## config.mk

```make
export PLATFORM = sky130hd
export DESIGN_NAME = gcd_frac_reducer
export DESIGN_NICKNAME = d
export VERILOG_FILES = /design/src/rtl/gcd_frac_pkg.sv /design/src/rtl/gcd_move_decode.sv /design/src/rtl/gcd_operand_path.sv /design/src/rtl/gcd_cofactor_lane.sv /design/src/rtl/gcd_frac_reducer.sv
export SDC_FILE = /design/constraint.sdc
export NUM_CORES = 1
export LEC_CHECK = 0
export CORE_UTILIZATION = 45
export DETAILED_ROUTE_END_ITERATION = 7
export DONT_BUFFER_PORTS = 1
export REMOVE_ABC_BUFFERS = 1
export SYNTH_ARGS = -nofsm -noshare
export SYNTH_HDL_FRONTEND = slang
export SYNTH_SLANG_ARGS = --single-unit
```

## constraint.sdc

```tcl
create_clock -name clk -period 9.52 [get_ports clk]
set_input_delay 1.428 -clock clk [delete_from_list [all_inputs] [get_ports clk]]
set_output_delay 1.428 -clock clk [all_outputs]
set_load 0.01 [all_outputs]
```

## src/rtl/gcd_frac_pkg.sv

```systemverilog
package gcd_frac_pkg;

    typedef enum logic [0:0] {
        ST_IDLE = 1'b0,
        ST_RUN  = 1'b1
    } run_state_e;

    typedef enum logic [2:0] {
        MV_HALVE_BOTH = 3'd0,
        MV_SWAP       = 3'd1,
        MV_HALVE_B    = 3'd2,
        MV_PLUS       = 3'd3,
        MV_MINUS      = 3'd4,
        MV_FINISH     = 3'd5
    } move_e;

endpackage

```

## src/rtl/gcd_move_decode.sv

```systemverilog
module gcd_move_decode
    import gcd_frac_pkg::*;
(
    input  logic [1:0] a_lo,
    input  logic [1:0] b_lo,
    input  logic       b_zero,
    output move_e      move
);
    always_comb begin
        if (b_zero) begin
            move = MV_FINISH;
        end else begin
            unique case ({a_lo[0], b_lo[0]})
                2'b00: move = MV_HALVE_BOTH;
                2'b01: move = MV_SWAP;
                2'b10: move = MV_HALVE_B;
                default: move = (a_lo[1] != b_lo[1]) ? MV_PLUS : MV_MINUS;
            endcase
        end
    end
endmodule

```

## src/rtl/gcd_operand_path.sv

```systemverilog
module gcd_operand_path
    import gcd_frac_pkg::*;
#(
    parameter int OW = 17
) (
    input  move_e                 move,
    input  logic signed [OW-1:0]  a_cur,
    input  logic signed [OW-1:0]  b_cur,
    output logic signed [OW-1:0]  a_nxt,
    output logic signed [OW-1:0]  b_nxt,
    output logic                  both_even
);
    logic signed [OW:0] a_ext;
    logic signed [OW:0] b_ext;
    logic signed [OW:0] comb_d;

    assign a_ext = {a_cur[OW-1], a_cur};
    assign b_ext = {b_cur[OW-1], b_cur};

    always_comb begin
        comb_d    = (move == MV_PLUS) ? (a_ext + b_ext) : (a_ext - b_ext);
        a_nxt     = a_cur;
        b_nxt     = b_cur;
        both_even = 1'b0;
        unique case (move)
            MV_HALVE_BOTH: begin
                a_nxt     = a_cur >>> 1;
                b_nxt     = b_cur >>> 1;
                both_even = 1'b1;
            end
            MV_SWAP: begin
                a_nxt = b_cur;
                b_nxt = a_cur >>> 1;
            end
            MV_HALVE_B: begin
                b_nxt = b_cur >>> 1;
            end
            MV_PLUS, MV_MINUS: begin
                a_nxt = b_cur;
                b_nxt = OW'(comb_d >>> 1);
            end
            default: begin
                a_nxt = a_cur;
                b_nxt = b_cur;
            end
        endcase
    end
endmodule

```

## src/rtl/gcd_cofactor_lane.sv

```systemverilog
module gcd_cofactor_lane
    import gcd_frac_pkg::*;
#(
    parameter int CW = 18
) (
    input  move_e                 move,
    input  logic signed [CW-1:0]  x_cur,
    input  logic signed [CW-1:0]  y_cur,
    output logic signed [CW-1:0]  x_nxt,
    output logic signed [CW-1:0]  y_nxt
);
    always_comb begin
        x_nxt = x_cur;
        y_nxt = y_cur;
        unique case (move)
            MV_SWAP: begin
                x_nxt = y_cur <<< 1;
                y_nxt = x_cur;
            end
            MV_HALVE_B: begin
                x_nxt = x_cur <<< 1;
            end
            MV_PLUS: begin
                x_nxt = y_cur <<< 1;
                y_nxt = x_cur + y_cur;
            end
            MV_MINUS: begin
                x_nxt = y_cur <<< 1;
                y_nxt = x_cur - y_cur;
            end
            default: begin
                x_nxt = x_cur;
                y_nxt = y_cur;
            end
        endcase
    end
endmodule

```

## src/rtl/gcd_frac_reducer.sv

```systemverilog
module gcd_frac_reducer
    import gcd_frac_pkg::*;
#(
    parameter int W = 16
) (
    input  logic                clk,
    input  logic                rst_n,
    input  logic                start,
    input  logic signed [W-1:0] a_in,
    input  logic signed [W-1:0] b_in,
    output logic                busy,
    output logic                done,
    output logic signed [W:0]   gcd_out,
    output logic signed [W+1:0] num_out,
    output logic signed [W+1:0] den_out,
    output logic                den_zero
);
    localparam int OW    = W + 1;
    localparam int CW    = W + 2;
    localparam int KW    = $clog2(W + 1);
    localparam int LANES = 2;

    typedef struct packed {
        run_state_e           st;
        logic signed [OW-1:0] a;
        logic signed [OW-1:0] b;
        logic signed [CW-1:0] u;
        logic signed [CW-1:0] v;
        logic signed [CW-1:0] t;
        logic signed [CW-1:0] w;
        logic [KW-1:0]        k;
        logic signed [OW-1:0] g;
        logic signed [CW-1:0] num;
        logic signed [CW-1:0] den;
        logic                 dz;
        logic                 done;
    } regs_t;

    regs_t r_d, r_q;

    move_e                move;
    logic signed [OW-1:0] a_nxt, b_nxt;
    logic                 both_even;
    logic signed [CW-1:0] x_cur [LANES];
    logic signed [CW-1:0] y_cur [LANES];
    logic signed [CW-1:0] x_nxt [LANES];
    logic signed [CW-1:0] y_nxt [LANES];

    gcd_move_decode i_decode (
        .a_lo   (r_q.a[1:0]),
        .b_lo   (r_q.b[1:0]),
        .b_zero (r_q.b == '0),
        .move   (move)
    );

    gcd_operand_path #(.OW(OW)) i_operands (
        .move      (move),
        .a_cur     (r_q.a),
        .b_cur     (r_q.b),
        .a_nxt     (a_nxt),
        .b_nxt     (b_nxt),
        .both_even (both_even)
    );

    // lane 0 carries the (u, t) pair, lane 1 the (v, w) pair
    assign x_cur[0] = r_q.u;
    assign y_cur[0] = r_q.t;
    assign x_cur[1] = r_q.v;
    assign y_cur[1] = r_q.w;

    for (genvar gi = 0; gi < LANES; gi++) begin : g_lane
        gcd_cofactor_lane #(.CW(CW)) i_lane (
            .move  (move),
            .x_cur (x_cur[gi]),
            .y_cur (y_cur[gi]),
            .x_nxt (x_nxt[gi]),
            .y_nxt (y_nxt[gi])
        );
    end

    always_comb begin
        r_d      = r_q;
        r_d.done = 1'b0;
        unique case (r_q.st)
            ST_IDLE: begin
                if (start) begin
                    r_d.st = ST_RUN;
                    r_d.a  = OW'(a_in);
                    r_d.b  = OW'(b_in);
                    r_d.u  = CW'(1);
                    r_d.v  = '0;
                    r_d.t  = '0;
                    r_d.w  = CW'(1);
                    r_d.k  = '0;
                end
            end
            ST_RUN: begin
                if (move == MV_FINISH) begin
                    r_d.st   = ST_IDLE;
                    r_d.g    = r_q.a <<< r_q.k;
                    r_d.num  = -r_q.w;
                    r_d.den  = r_q.t;
                    r_d.dz   = (r_q.t == '0);
                    r_d.done = 1'b1;
                end else begin
                    r_d.a = a_nxt;
                    r_d.b = b_nxt;
                    r_d.u = x_nxt[0];
                    r_d.t = y_nxt[0];
                    r_d.v = x_nxt[1];
                    r_d.w = y_nxt[1];
                    if (both_even) begin
                        r_d.k = r_q.k + KW'(1);
                    end
                end
            end
            default: r_d.st = ST_IDLE;
        endcase
    end

    always_ff @(posedge clk or negedge rst_n) begin
        if (!rst_n) begin
            r_q <= '0;
        end else begin
            r_q <= r_d;
        end
    end

    assign busy     = (r_q.st == ST_RUN);
    assign done     = r_q.done;
    assign gcd_out  = r_q.g;
    assign num_out  = r_q.num;
    assign den_out  = r_q.den;
    assign den_zero = r_q.dz;

endmodule

```

==> results of run 1 <==
[cells in the mapped netlist, drive strengths merged (40+ instances only)]
cell type	count	area, um^2
o21ai	92	460.4
buf	65	450.4
a21oi	81	409.1
o31ai	40	314.0
nand2	161	604.3
dfrtp	166	4154
ha	56	700.7
mux2i	61	610.6
xnor2	55	481.7
xor2	53	464.2
clkbuf	73	275.3
nor2	160	600.6
[layout make-up]
class,count,share of cell area
inverters,26,0.008007
multi-input cells,1040,0.5619
well taps,330,0.03387
diodes,1,0.0002053
repair buffers,12,0.007391
clock buffers,18,0.03603
flip-flops and latches,166,0.3408
clock inverters,14,0.01180
[worst max-delay path, cell delays in order, from the launching register on]
cell and delay [ns]:
dfrtp_1 0.75, clkinv_1 0.60, ha_1 0.43, inv_1 0.08, nor4_1 0.07, nand2b_1 0.10
or2_2 0.12, nor4_1 0.04, ha_1 0.38, nand2b_1 0.51, nor2_1 1.05, nor2_1 0.12
xnor2_1 0.18, ha_1 0.34, a21o_1 0.17, a21o_1 0.21, a211oi_1 0.32, o21ai_1 0.15
a21o_1 0.19, a21oi_1 0.24, o21ai_1 0.13, xor2_1 0.15, a221oi_1 0.30, nor2_1 0.06
[cell families (layout without fill, tap and decap cells)]
kind of cell / after synthesis / count (layout) / share of synthesized area
simple gates: 422 / 422 / 0.1544
other cells: 0 / 1 / 0
fa+ha+maj: 59 / 59 / 0.06441
buf+inv: 165 / 70 / 0.07045
flops: 166 / 166 / 0.3517
compound gates: 370 / 370 / 0.2082
mux: 81 / 81 / 0.07077
xor+xnor: 108 / 108 / 0.08009
[registers in the layout (all words and copies together), names as in the netlist]
signal    cells
busy          1
den_out      18
den_zero      1
done          1
gcd_out      17
num_out      18
r_q         110
[routing by layer]
layer / track usage / vias to the layer above
met3: 0.04091 / 39
met1: 0.3382 / 4570
met2: 0.3839 / 260
li1: - / 4592
met4: 0.07702 / 0
met5: 0 / -
[per-stage QoR]
| step | hold WS, ns | std cells | util | setup WS [ns] | area (um^2) |
|---|---|---|---|---|---|
| after floorplan | 0.4629 | 1232 | - | 3.073 | 11080 |
| after global placement | 0.4875 | 1574 | 0.4555 | 2.941 | 11600 |
| after detailed placement | 0.4970 | 1574 | 0.4555 | 2.741 | 11600 |
| after CTS | 0.5133 | 1606 | 0.4784 | 2.729 | 12190 |
| after global routing | 0.5445 | 1606 | 0.4784 | 2.101 | 12190 |
| final | 0.5072 | 1607 | 0.4785 | 2.700 | 12190 |
[final timing paths]
check,cells past startpoint,from,to,slack (ns)
min in group asynchronous,0,rst_n,den_out[8]$_DFFE_PN0P_,0.69
hold / removal,2,r_q[131]$_DFFE_PN0P_,r_q[131]$_DFFE_PN0P_,0.51
max in group asynchronous,0,rst_n,r_q[77]$_DFFE_PN0P_,8.53
setup reg to reg,23,r_q[132]$_DFFE_PN0P_,r_q[94]$_DFFE_PN0P_,2.70
hold reg to reg,2,r_q[131]$_DFFE_PN0P_,r_q[131]$_DFFE_PN0P_,0.51
setup / recovery,23,r_q[132]$_DFFE_PN0P_,r_q[94]$_DFFE_PN0P_,2.70
==> results.sh, run 1 <==
export IMPL_start_kind="register"
export IMPL_final_common_cell="dfrtp_1"
export IMPL_numClockSinks=166
export IMPL_antenna_found_initial=1
export IMPL_fmax_mhz=146.6
export IMPL_synth_flop_cell="dfrtp_1"
export IMPL_drive_gt1_frac=0.06661
export IMPL_ys_warn_count=0
export IMPL_detail_route_antenna_nets=0
export IMPL_die_h_um=164
export IMPL_dr_wl_met2_um=14410
export IMPL_wl_um=31260
export IMPL_dp_hpwl_um=21130
export IMPL_synth_seq_area_share=0.3517
export IMPL_layout_nets=1357
export IMPL_grt_max_degree=167
export IMPL_cts_hold_buf=0
export IMPL_wl_met1_um=14670
export IMPL_vias=9461
export IMPL_routed_via_density=5.887
export IMPL_cts_tree="yes"
export IMPL_worstPathArrival_ns=7.13
export IMPL_synth_area_mm2=0.01181
export IMPL_seq_area_mm2=0.004154
export IMPL_clockRootBuffer="clkbuf_16"
export IMPL_final_cell_mix="166 x dfrtp_1, 160 x nand2_1, 157 x nor2_1"
export IMPL_clk_pin_slew_ns=0.07
export IMPL_synth_edf_count=0
export IMPL_wl_met3_um=1621
export IMPL_h_tree_depth=4
export IMPL_critPathMaxFanout=17
export IMPL_finalCritPeriodShare=0.7164
export IMPL_period_minus_slack_ns=6.820
export IMPL_first_iter_violations=657
export IMPL_slew_headroom=0.1857
export IMPL_multi_input_area_mm2=0.006849
export IMPL_drc=0
export IMPL_fp_dieW_um=164
export IMPL_clock_latency_ns=0.44
export IMPL_io_buffers=0
export IMPL_top_layer_used="met4"
export IMPL_fin_setup_tns_ns=0
export IMPL_hold_viol_final=0
export IMPL_avgRoutedWirePerCell_um=19.45
export IMPL_cp_required_ns=9.83
export IMPL_io_pins=91
export IMPL_syn2layout_area_growth_pct=3.210
export IMPL_cts_resized=0
export IMPL_end_kind="register"
export IMPL_grt_pass1_vias=9287
export IMPL_grt_pass1_wl_um=50910
export IMPL_coreArea_mm2=0.02547
export IMPL_netlist_instances=1371
export IMPL_synth_area_per_cell_um2=8.614
export IMPL_dieArea_mm2=0.02690
export IMPL_worstHoldPathType="reg2reg"
export IMPL_ys_ff_latch=166
export IMPL_first_pass_iters=5
export IMPL_synth_distinct_cells=67
export IMPL_num_fill_cells=2443
export IMPL_grt_overflow=0
export IMPL_maxCapViolCount=0
export IMPL_start_util=0.4637
export IMPL_crit_type="reg2reg"
export IMPL_worst_pin_slew_ns=1.217
export IMPL_place_congestion=0.9124
export IMPL_synthArstFlopShare=1.000
export IMPL_cts_buffer_depth=2
export IMPL_finalSetupViolations=0
export IMPL_slew_violations=0
export IMPL_cts_buffers=17
export IMPL_rows=58
export IMPL_grt_usage=0.2432
export IMPL_status="finished clean"
export IMPL_grt_setup_unrepaired="false"
export IMPL_cts_setup_buffers=0
export IMPL_finalClockSkew_ns=0.01154
Power of run 1 is left out: the tool's default activity adds up to more than one toggle a clock period on the data nets, which glitch-free logic cannot reach.
==> run 2: changes to the inputs <==
Clock period 9.52 ns to 7 ns, I/O delays scaled along.
==> run 2 against run 1 <==
  * Largest cell class unchanged
  * Hold slack got worse by 0.19 ns
  * Highest routed layer is now met5
  * Global-route usage down 0.33 points
  * Die area did not move
  * Sequential share of layout area is 0.21 points lower
==> results.sh, run 2 (synthesis gave the netlist of run 1 again) <==
export IMPL_grt_usage=0.2399
export IMPL_reg2reg_setup_slack_ns=0.76
export IMPL_fp_dieW_um=164
export IMPL_slew_headroom=0.3311
export IMPL_cts_buffers=17
export IMPL_io_buffers=0
export IMPL_start_util=0.4637
export IMPL_seq_area_mm2=0.004154
export IMPL_drive_gt1_frac=0.07093
export IMPL_cts_hold_buf=0
export IMPL_crit_type="reg2reg"
export IMPL_clockRootBuffer="clkbuf_16"
export IMPL_grt_overflow=0
export IMPL_finalClockSkew_ns=0.01689
export IMPL_rows=58
export IMPL_detail_route_antenna_nets=0
export IMPL_clock_latency_ns=0.44
export IMPL_avgRoutedWirePerCell_um=19.43
export IMPL_worstPathArrival_ns=6.56
export IMPL_syn2layout_area_growth_pct=3.846
export IMPL_first_pass_iters=5
export IMPL_drc=0
export IMPL_slew_violations=0
export IMPL_maxCapViolCount=0
export IMPL_coreArea_mm2=0.02547
export IMPL_setup_slack_ns=0.7593
export IMPL_critPathMaxFanout=17
export IMPL_final_cell_mix="166 x dfrtp_1, 160 x nand2_1, 157 x nor2_1"
export IMPL_largest_register="r_q"
export IMPL_fin_setup_tns_ns=0
export IMPL_routed_via_density=5.849
export IMPL_fmax_mhz=160.2
export IMPL_end_kind="register"
export IMPL_status="finished clean"
export IMPL_start_kind="register"
export IMPL_fin_area_mm2=0.01226
export IMPL_first_iter_violations=625
export IMPL_layout_nets=1364
export IMPL_vias=9440
export IMPL_die_h_um=164
export IMPL_hold_viol_final=0
export IMPL_clk_pin_slew_ns=0.07
export IMPL_cts_setup_buffers=0
export IMPL_grt_pass1_vias=9182
export IMPL_finalCritPeriodShare=0.8915
export IMPL_dieArea_mm2=0.02690
export IMPL_final_common_cell="dfrtp_1"
export IMPL_numClockSinks=166
export IMPL_grt_max_degree=167
export IMPL_dp_hpwl_um=21100
export IMPL_h_tree_depth=4
export IMPL_cp_required_ns=7.32
export IMPL_finalSetupViolations=0
export IMPL_num_fill_cells=2439
export IMPL_worstHoldPathType="in2async"
export IMPL_wl_um=31360
export IMPL_worst_pin_slew_ns=1.001
export IMPL_antenna_found_initial=2
export IMPL_place_congestion=0.9555
export IMPL_grt_pass1_wl_um=50420
export IMPL_cts_resized=0
export IMPL_grt_setup_unrepaired="false"
export IMPL_multi_input_area_mm2=0.006849
export IMPL_cts_buffer_depth=2
export IMPL_placed_cell_area_mm2=0.01166
export IMPL_largest_reg_flops=110
export IMPL_dp_slack_ns=0.8558
export IMPL_io_pins=91
export IMPL_period_minus_slack_ns=6.241
export IMPL_cts_tree="yes"
-- run 2: area by class of cell --
class                           instances  share of cell area
Antenna cell                            1           0.0002040
Tap cell                              330             0.03367
Timing Repair Buffer                   19             0.01163
Clock inverter                         13             0.01326
Sequential cell                       166              0.3387
Inverter                               26            0.007958
Multi-Input combinational cell       1040              0.5585
Clock buffer                           19             0.03611
-- run 2: routing by layer --
layer  global-route usage  share of wire  vias to the layer above
li1                     -              -                     4614
met1               0.3323           0.47                     4556
met2               0.3827           0.46                      225
met3              0.04116          0.051                       43
met4              0.06902          0.018                        2
met5                    0        0.00026                        -
-- run 2: critical path, stage by stage (launching register included) --
cell and delay [ns]:
dfrtp_1 0.37, buf_4 0.20, clkinv_1 0.08, ha_1 0.18, inv_1 0.06, nor4_1 0.52
nand2b_1 0.13, or2_2 0.30, nor4_1 0.20, ha_1 0.55, nor2b_1 0.27, nand2_1 0.59
buf_4 0.31, nand2_1 0.08, xor2_1 0.14, ha_1 0.23, or3_1 0.38, a211oi_1 0.29
o21ai_1 0.17, a21o_1 0.20, a21oi_1 0.24, o21ai_1 0.13, xor2_1 0.16, a221oi_1 0.29
nor2_1 0.06
-- run 2: metrics by stage --
step / hold slack, ns / util / std cells
after floorplan: 0.4629 / - / 1232
after global placement: 0.4824 / 0.4576 / 1581
after detailed placement: 0.4907 / 0.4576 / 1581
after CTS: 0.2995 / 0.4814 / 1613
after global routing: 0.2885 / 0.4814 / 1613
final: 0.3170 / 0.4815 / 1614
-- run 2: final timing paths --
kind | from | endpoint | cells after the start
max | r_q[132]$_DFFE_PN0P_ | r_q[94]$_DFFE_PN0P_ | 24
min | rst_n | den_out[8]$_DFFE_PN0P_ | 0
max reg2reg | r_q[132]$_DFFE_PN0P_ | r_q[94]$_DFFE_PN0P_ | 24
min reg2reg | r_q[113]$_DFFE_PN0P_ | r_q[113]$_DFFE_PN0P_ | 2
max in group asynchronous | rst_n | r_q[61]$_DFFE_PN0P_ | 0
min in group clk | r_q[113]$_DFFE_PN0P_ | r_q[113]$_DFFE_PN0P_ | 2
Power of run 2 is left out for the same reason.
